<file path="src/rtl/aes3_pkg.sv">
package aes3_pkg;
  localparam int SAMPLE_W   = 24;
  localparam int SUB_STATES = 64;
  localparam int PRE_STATES = 8;

  typedef enum logic [1:0] {PRE_BLK, PRE_CHA, PRE_CHB} pre_e;

  typedef struct packed {
    logic                par;
    logic                cs;
    logic                usr;
    logic                vld;
    logic [SAMPLE_W-1:0] smp;
  } sub_word_t;

  // state patterns for a preceding state of 0, sent MSB first
  function automatic logic [7:0] pre_bits(pre_e t);
    case (t)
      PRE_BLK: return 8'b1110_1000;
      PRE_CHA: return 8'b1110_0010;
      default: return 8'b1110_0100;
    endcase
  endfunction
endpackage

</file>
<file path="src/rtl/aes3_word_buf.sv">
module aes3_word_buf
  import aes3_pkg::*;
(
  input  logic                clk_i,
  input  logic                rst_ni,
  input  logic                valid_i,
  input  logic [SAMPLE_W-1:0] smp_i,
  input  logic                vld_i,
  input  logic                usr_i,
  input  logic                cs_i,
  input  logic                take_i,
  output logic                ready_o,
  output sub_word_t           word_o,
  output logic                uf_o
);
  localparam sub_word_t FILL_WORD = '{par: 1'b1, cs: 1'b0, usr: 1'b0, vld: 1'b1, smp: '0};

  logic      full_q;
  sub_word_t hold_q;
  logic      uf_q;
  logic      accept;

  assign ready_o = ~full_q;
  assign accept  = valid_i & ~full_q;
  assign word_o  = full_q ? hold_q : FILL_WORD;
  assign uf_o    = uf_q;

  always_ff @(posedge clk_i or negedge rst_ni) begin
    if (!rst_ni) begin
      full_q <= 1'b0;
      hold_q <= FILL_WORD;
      uf_q   <= 1'b0;
    end else begin
      uf_q <= take_i & ~full_q;
      if (accept) begin
        full_q     <= 1'b1;
        hold_q.smp <= smp_i;
        hold_q.vld <= vld_i;
        hold_q.usr <= usr_i;
        hold_q.cs  <= cs_i;
        hold_q.par <= ^{cs_i, usr_i, vld_i, smp_i};
      end else if (take_i) begin
        full_q <= 1'b0;
      end
    end
  end

  assert_accept_fills_R9: assert property (@(posedge clk_i) disable iff (!rst_ni)
    (valid_i && ready_o) |=> full_q);
  assert_uf_only_empty_R10: assert property (@(posedge clk_i) disable iff (!rst_ni)
    uf_o |-> $past(!full_q));
endmodule

</file>
<file path="src/rtl/aes3_frame_ctr.sv">
module aes3_frame_ctr
  import aes3_pkg::*;
#(
  parameter int FRAMES     = 192,
  parameter int BLK_FRAMES = 32,
  parameter int BLK_DLY    = 2,
  localparam int FRAME_W   = $clog2(FRAMES),
  localparam int ST_W      = $clog2(SUB_STATES)
) (
  input  logic               clk_i,
  input  logic               rst_ni,
  input  logic               adv_i,
  input  logic               clr_i,
  output logic [ST_W-1:0]    st_o,
  output logic               sub_o,
  output logic [FRAME_W-1:0] frame_o,
  output logic               blk_o
);
  localparam logic [ST_W-1:0]    BLK_ST   = ST_W'(2 * BLK_DLY);
  localparam logic [ST_W-1:0]    ST_LAST  = ST_W'(SUB_STATES - 1);
  localparam logic [FRAME_W-1:0] FR_LAST  = FRAME_W'(FRAMES - 1);
  localparam logic [FRAME_W-1:0] FR_BLKLO = FRAME_W'(BLK_FRAMES);

  logic [ST_W-1:0]    st_q;
  logic               sub_q;
  logic [FRAME_W-1:0] frame_q;
  logic               blk_q;
  logic               at_blk_pt;

  assign at_blk_pt = sub_q & (st_q == BLK_ST);

  always_ff @(posedge clk_i or negedge rst_ni) begin
    if (!rst_ni) begin
      st_q <= '0; sub_q <= 1'b0; frame_q <= '0; blk_q <= 1'b0;
    end else if (clr_i) begin
      st_q <= '0; sub_q <= 1'b0; frame_q <= '0; blk_q <= 1'b0;
    end else if (adv_i) begin
      if (at_blk_pt && frame_q == '0)          blk_q <= 1'b1;
      else if (at_blk_pt && frame_q == FR_BLKLO) blk_q <= 1'b0;
      st_q <= st_q + 1'b1;
      if (st_q == ST_LAST) begin
        sub_q <= ~sub_q;
        if (sub_q) frame_q <= (frame_q == FR_LAST) ? '0 : frame_q + 1'b1;
      end
    end
  end

  assign st_o    = st_q;
  assign sub_o   = sub_q;
  assign frame_o = frame_q;
  assign blk_o   = blk_q;

  assert_frame_range_R7: assert property (@(posedge clk_i) disable iff (!rst_ni)
    frame_q <= FR_LAST);
  assert_blk_rise_pos_R8: assert property (@(posedge clk_i) disable iff (!rst_ni)
    $rose(blk_q) |-> (frame_q == '0 && sub_q && st_q == BLK_ST + 1'b1));
endmodule

</file>
<file path="src/rtl/aes3_bmc.sv">
module aes3_bmc
  import aes3_pkg::*;
#(
  localparam int ST_W = $clog2(SUB_STATES)
) (
  input  logic            clk_i,
  input  logic            rst_ni,
  input  logic            adv_i,
  input  logic            clr_i,
  input  logic [ST_W-1:0] st_i,
  input  logic            sub_i,
  input  logic            frame0_i,
  input  sub_word_t       word_i,
  output logic            lvl_o
);
  sub_word_t  cur_q;
  logic       lvl_q;
  logic       pol_q;
  pre_e       ptype;
  logic [7:0] pat;
  logic       ref_pol;
  logic       pre_state;
  logic [31:0] line_bits;
  logic       data_bit;
  logic       lvl_d;

  assign ptype     = sub_i ? PRE_CHB : (frame0_i ? PRE_BLK : PRE_CHA);
  assign pat       = pre_bits(ptype);
  assign ref_pol   = (st_i == '0) ? lvl_q : pol_q;
  assign pre_state = pat[3'd7 - st_i[2:0]] ^ ref_pol;
  assign line_bits = {cur_q, 4'b0000};
  assign data_bit  = line_bits[st_i[ST_W-1:1]];

  always_comb begin
    if (st_i < ST_W'(PRE_STATES)) lvl_d = pre_state;
    else if (st_i[0])             lvl_d = lvl_q ^ data_bit;
    else                          lvl_d = ~lvl_q;
  end

  always_ff @(posedge clk_i or negedge rst_ni) begin
    if (!rst_ni) begin
      lvl_q <= 1'b0;
      pol_q <= 1'b0;
      cur_q <= '0;
    end else if (clr_i) begin
      lvl_q <= 1'b0;
      pol_q <= 1'b0;
    end else if (adv_i) begin
      lvl_q <= lvl_d;
      if (st_i == '0) begin
        pol_q <= lvl_q;
        cur_q <= word_i;
      end
    end
  end

  assign lvl_o = lvl_q;

  assert_cell_edge_R4: assert property (@(posedge clk_i) disable iff (!rst_ni)
    (adv_i && st_i >= ST_W'(PRE_STATES) && !st_i[0]) |=> (lvl_q != $past(lvl_q)));
  assert_pre_returns_R6: assert property (@(posedge clk_i) disable iff (!rst_ni)
    (adv_i && st_i == ST_W'(PRE_STATES - 1)) |=> (lvl_q == pol_q));
endmodule

</file>
<file path="src/rtl/aes3_tx_encoder.sv">
module aes3_tx_encoder
  import aes3_pkg::*;
#(
  parameter int FRAMES_PER_BLOCK = 192,
  parameter int BLK_HI_FRAMES    = 32,
  parameter int BLK_DELAY_BITS   = 2
) (
  input  logic                clk_i,
  input  logic                rst_ni,
  input  logic                sym_en_i,
  input  logic                timing_rst_i,
  input  logic                mute_i,
  input  logic                word_valid_i,
  output logic                word_ready_o,
  input  logic [SAMPLE_W-1:0] sample_i,
  input  logic                valid_flag_i,
  input  logic                user_i,
  input  logic                chan_stat_i,
  output logic                underflow_o,
  output logic                txp_o,
  output logic                txn_o,
  output logic                blk_start_o
);
  localparam int ST_W    = $clog2(SUB_STATES);
  localparam int FRAME_W = $clog2(FRAMES_PER_BLOCK);

  logic               adv;
  logic [ST_W-1:0]    st;
  logic               sub;
  logic [FRAME_W-1:0] frame;
  logic               blk;
  logic               take;
  sub_word_t          word;
  logic               lvl;

  assign adv  = sym_en_i & ~timing_rst_i;
  assign take = adv & (st == '0);

  aes3_word_buf u_buf (
    .clk_i   (clk_i),
    .rst_ni  (rst_ni),
    .valid_i (word_valid_i),
    .smp_i   (sample_i),
    .vld_i   (valid_flag_i),
    .usr_i   (user_i),
    .cs_i    (chan_stat_i),
    .take_i  (take),
    .ready_o (word_ready_o),
    .word_o  (word),
    .uf_o    (underflow_o)
  );

  aes3_frame_ctr #(
    .FRAMES     (FRAMES_PER_BLOCK),
    .BLK_FRAMES (BLK_HI_FRAMES),
    .BLK_DLY    (BLK_DELAY_BITS)
  ) u_ctr (
    .clk_i   (clk_i),
    .rst_ni  (rst_ni),
    .adv_i   (adv),
    .clr_i   (timing_rst_i),
    .st_o    (st),
    .sub_o   (sub),
    .frame_o (frame),
    .blk_o   (blk)
  );

  aes3_bmc u_bmc (
    .clk_i    (clk_i),
    .rst_ni   (rst_ni),
    .adv_i    (adv),
    .clr_i    (timing_rst_i),
    .st_i     (st),
    .sub_i    (sub),
    .frame0_i (frame == '0),
    .word_i   (word),
    .lvl_o    (lvl)
  );

  // mute wins over timing reset
  always_comb begin
    if (mute_i) begin
      txp_o = 1'b0; txn_o = 1'b0;
    end else if (timing_rst_i) begin
      txp_o = 1'b1; txn_o = 1'b0;
    end else begin
      txp_o = lvl;  txn_o = ~lvl;
    end
  end

  assign blk_start_o = timing_rst_i | blk;
endmodule

</file>
<file path="config.mk">
export PLATFORM = sky130hd
export DESIGN_NAME = aes3_tx_encoder
export DESIGN_NICKNAME = d
export VERILOG_FILES = /design/src/rtl/aes3_pkg.sv /design/src/rtl/aes3_word_buf.sv /design/src/rtl/aes3_frame_ctr.sv /design/src/rtl/aes3_bmc.sv /design/src/rtl/aes3_tx_encoder.sv
export SDC_FILE = /design/constraint.sdc
export NUM_CORES = 1
export LEC_CHECK = 0
export ABC_CLOCK_PERIOD_IN_PS = 3000
export BUFFER_PORTS_ARGS = -buffer_cell sky130_fd_sc_hd__buf_2
export CORE_MARGIN = 2
export CORE_UTILIZATION = 35
export DETAILED_ROUTE_END_ITERATION = 6
export PLACE_DENSITY = 0.54
export SLEW_MARGIN = 5
export SYNTH_ARGS = -nofsm -noshare
export SYNTH_HDL_FRONTEND = slang
export SYNTH_SLANG_ARGS = --single-unit
</file>
<file path="constraint.sdc">
create_clock -name clk_i -period 3 [get_ports clk_i]
set_input_delay 0.3 -clock clk_i [delete_from_list [all_inputs] [get_ports clk_i]]
set_output_delay 0.3 -clock clk_i [all_outputs]
set_load 0.01 [all_outputs]
</file>
==> flow_summary_export.csv <==
group,metric,value,unit
run_status,outcome,"completed",
routing,dr.pass1.iters,4,
synth,seq_area_frac_synth,0.5031,
setup_path,critPathCaptureType,"flop",
setup_path,cp_data_required_time,3220,ps
die,fp.coreArea,0.01042,mm²
setup_path,worst_r2r_startpoint,"u_ctr.frame_o[0]$_DFFE_PN0P_",
timing,setup_violations,0,
synth,synth_area_per_cell,10.72,µm²
timing,max-slew-margin-rel,0.3508,
setup_path,critical_path.cell_chain,"inv_1, ha_1, or4b_1, or3_4, xnor2_2, o2111a_1, a221oi_2, a31oi_1",
job,cap_viol_max_count,0,
pwr,power_density_cells,774.8,mW/mm²
setup_path,worst-r2r-cell-count,8,
finish,syn_to_final_growth,13.12,%
clock_network,cts_root_buffer,"sky130_fd_sc_hd__clkbuf_8",
setup_path,critical-path-slowest-cell,"sky130_fd_sc_hd__or4b_1",
pwr,power_total,0.003317,W
setup_path,path_delay_family,"simple AND/OR/NAND/NOR gates",
synth,synth_cell_types,46,
timing,layout_worst_path_cycle_share,0.7447,
synth,number_of_synthesized_register_bits,76,
timing,unrepaired_setup_endpoints_after_global_routing,"no",
clock_network,cts_setup_buffers,0,
routing,post_drt_via_cell_ratio,4.761,
pwr,leakage,1.904,nW
routing,drcViolationCount,0,
clock_network,tritoncts,"done",
clock_network,clock_tree.buffer_depth,2,
routing,wirelength,7.247,mm
die,placementRows,37,
routing,iter_0_drt_violations,104,
clock_network,worst_skew_late_latency,350,ps
place,gp_congestion,0.7729,
clock_network,cts-buffers-inserted,9,
global_routing,globalRouteTotalUtil,0.1420,
die,chipHeight,108.0,µm
min_path,hold_crit_class,"in -> async",
clock_network,clkTransAtPathRegs,90,ps
synth,synthCells,353,
pwr,p_comb_frac,0.261,
global_routing,first_pass_grt_wire_length,12.88,mm
timing,setup-tns-final,0,ps
synth,mappedNetlistNets,390,
clock_network,post_cts_hold_buffer_count,0,
clock_network,cts-resized-gates,0,
routing,drtAntennaViolNets,0,
place,port-buffer-count,37,
setup_path,worst-r2r-setup-slack,770,ps
timing,max_clock_freq,0.4476,GHz
pwr,switching_share,0.3106,
routing,routedWlPerCell,13.75,µm
timing,report.final.slew_viol_count,0,
global_routing,grt_start_max_net_pins,77,
finish,layout.nets,423,
clock_network,clock_tree.htree_level_count,3,
setup_path,cp_max_fo,6,
pwr,p_seq_frac,0.506,
synth,syn_area,0.003785,mm²
finish,antenna_cells_inserted,0,
setup_path,startpoint_type_of_the_worst_setup_path,"flop",
global_routing,grt_overflow,0,
setup_path,cp_data_arrival_time,2450,ps
synth,postSynth.topFlopCell,"sky130_fd_sc_hd__dfrtp_1",
global_routing,grt_pass1_vias,2681,
timing,worst-slew-pin-transition,973.8,ps
synth,count_of_flip_flops_with_a_built_in_enable_after_synthesis,0,
die,starting_density_of_the_core,0.3634,
pwr,cellInternalPower,0.002287,W
setup_path,cp_num_buf_inv,1,
die,fp.dieArea,0.01166,mm²
pwr,net_switching_power,0.001030,W
pwr,vdd_ir_drop_max,0.5176,mV
timing,hold_slack,105.7,ps
synth,async_reset_ff_frac,1.000,
finish,final_layout_size_suffix_gt1_frac,0.2634,
clock_network,number_of_clock_sinks,76,
synth,yosys_warnings,0,
pwr,power.clock.fraction,0.233,
setup_path,worst_r2r_endpoint,"u_bmc.lvl_o$_DFFE_PN0P_",
die,chipWidth,108.0,µm
global_routing,antenna_found_initial,0,
timing,final_period_minus_worst_setup_slack,2234,ps
setup_path,criticalPathCategory,"reg -> reg",
timing,fin_worst_skew,10.26,ps
place,post-dp-hpwl,5.014,mm
setup_path,cpPeakStageDelay,450,ps
die,io-pin-count,38,
timing,report.final.hold_viol_count,0,
routing,vias,2509,
## cell families after synthesis
| kind of cell | Yosys count | synth area share |
|---|---|---|
| simple gates | 115 | 0.1435 |
| compound gates | 52 | 0.07901 |
| flops | 76 | 0.5031 |
| mux | 44 | 0.1511 |
| fa+ha+maj | 4 | 0.01322 |
| xor+xnor | 32 | 0.07603 |
| buf+inv | 30 | 0.03405 |
## cells in the mapped netlist (4+ instances only)
| master | number | share of area |
|---|---|---|
| sky130_fd_sc_hd__a21oi_1 | 4 | 0.0053 |
| sky130_fd_sc_hd__buf_2 | 4 | 0.0053 |
| sky130_fd_sc_hd__clkbuf_1 | 10 | 0.0099 |
| sky130_fd_sc_hd__dfrtp_1 | 74 | 0.49 |
| sky130_fd_sc_hd__ha_1 | 4 | 0.013 |
| sky130_fd_sc_hd__inv_1 | 11 | 0.011 |
| sky130_fd_sc_hd__mux2_2 | 29 | 0.086 |
| sky130_fd_sc_hd__mux2i_1 | 8 | 0.021 |
| sky130_fd_sc_hd__mux4_2 | 5 | 0.030 |
| sky130_fd_sc_hd__nand2_1 | 67 | 0.066 |
| sky130_fd_sc_hd__nor2_1 | 19 | 0.019 |
| sky130_fd_sc_hd__o21ai_0 | 35 | 0.046 |
| sky130_fd_sc_hd__xnor2_1 | 23 | 0.053 |
| sky130_fd_sc_hd__xor2_1 | 8 | 0.019 |
## registers in the layout (all words and copies together) (netlist names)
name,cells
u_bmc.cur_q,28
u_buf.hold_q,28
u_ctr.frame_o,8
u_ctr.st_o,6
u_bmc.lvl_o,1
u_bmc.pol_q,1
u_buf.full_q,1
u_buf.uf_o,1
u_ctr.blk_o,1
u_ctr.sub_o,1
## cell type report
| cell class | instances | area, µm² |
|---|---|---|
| Timing Repair Buffer | 41 | 217.7 |
| Fill cell | 1030 | 6135 |
| Clock buffer | 10 | 127.6 |
| Inverter | 11 | 41.29 |
| Tap cell | 136 | 170.2 |
| Multi-Input combinational cell | 247 | 1754 |
| Sequential cell | 76 | 1904 |
| Clock inverter | 6 | 66.31 |
## metrics by stage
stage	util	cell area [µm²]	cells	setup slack, ps
finish	0.4111	4282	527	765.8
global route	0.4111	4282	527	534.0
CTS	0.4111	4282	527	754.8
detailed placement	0.3924	4088	511	755.5
global placement	0.3924	4088	511	804.1
floorplan	-	3785	353	894.5
## layer usage
| metal | global-route usage | vias to the layer above | part of all wire |
|---|---|---|---|
| met5 | 0 | - | 0 |
| met4 | 0.04396 | 0 | 0.0088 |
| met3 | 0.04159 | 6 | 0.036 |
| met2 | 0.2246 | 42 | 0.46 |
| met1 | 0.1890 | 1187 | 0.50 |
| li1 | - | 1274 | - |
## power groups by stage
stage / clock [W] / combinational, W / sequential, W
after floorplan: 0 / 0.000725 / 0.00158
after global placement: 0 / 0.000861 / 0.00170
after detailed placement: 0 / 0.000882 / 0.00171
after CTS: 0.000808 / 0.000886 / 0.00169
after global routing: 0.000856 / 0.000999 / 0.00174
final: 0.000772 / 0.000866 / 0.00168
## worst reg2reg max path: stages (launching register included)
cell and delay [ps]:
sky130_fd_sc_hd__dfrtp_1 430, sky130_fd_sc_hd__inv_1 80, sky130_fd_sc_hd__ha_1 140, sky130_fd_sc_hd__or4b_1 450
sky130_fd_sc_hd__or3_4 350, sky130_fd_sc_hd__xnor2_2 140, sky130_fd_sc_hd__o2111a_1 240, sky130_fd_sc_hd__a221oi_2 180
sky130_fd_sc_hd__a31oi_1 100
## layout by cell type (no fill, tap or decap), types with 3 or more instances in the layout
cell,synthesis,layout
sky130_fd_sc_hd__buf_4,3,5
sky130_fd_sc_hd__mux2_2,29,29
sky130_fd_sc_hd__o21ai_1,3,3
sky130_fd_sc_hd__nand3_1,3,3
sky130_fd_sc_hd__o21ai_0,35,35
sky130_fd_sc_hd__a21oi_1,4,4
sky130_fd_sc_hd__or2_2,3,3
sky130_fd_sc_hd__nor2_1,19,19
sky130_fd_sc_hd__and3_1,3,3
sky130_fd_sc_hd__inv_1,11,11
sky130_fd_sc_hd__nand2_1,67,67
sky130_fd_sc_hd__or3_1,3,3
sky130_fd_sc_hd__clkinv_4,0,3
sky130_fd_sc_hd__ha_1,4,4
sky130_fd_sc_hd__dfrtp_1,74,74
sky130_fd_sc_hd__buf_2,4,36
sky130_fd_sc_hd__mux2i_1,8,8
sky130_fd_sc_hd__nand3b_1,3,3
sky130_fd_sc_hd__xnor2_1,23,23
sky130_fd_sc_hd__clkbuf_8,0,9
sky130_fd_sc_hd__xor2_1,8,8
sky130_fd_sc_hd__mux4_2,5,5
## worst max path at each step
stage | from | to | cells past startpoint
6_report | u_ctr.frame_o[0]$_DFFE_PN0P_ | u_bmc.lvl_o$_DFFE_PN0P_ | 8
3_5_place_dp | u_ctr.st_o[1]$_DFFE_PN0P_ | u_ctr.frame_o[3]$_DFFE_PN0P_ | 6
2_1_floorplan | u_ctr.frame_o[0]$_DFFE_PN0P_ | u_bmc.lvl_o$_DFFE_PN0P_ | 8
4_1_cts | u_ctr.frame_o[1]$_DFFE_PN0P_ | u_bmc.lvl_o$_DFFE_PN0P_ | 8
5_1_grt | u_ctr.st_o[1]$_DFFE_PN0P_ | u_ctr.frame_o[3]$_DFFE_PN0P_ | 6
3_3_place_gp | u_ctr.frame_o[0]$_DFFE_PN0P_ | u_bmc.lvl_o$_DFFE_PN0P_ | 8
Power figures use the tool's default switching activity.
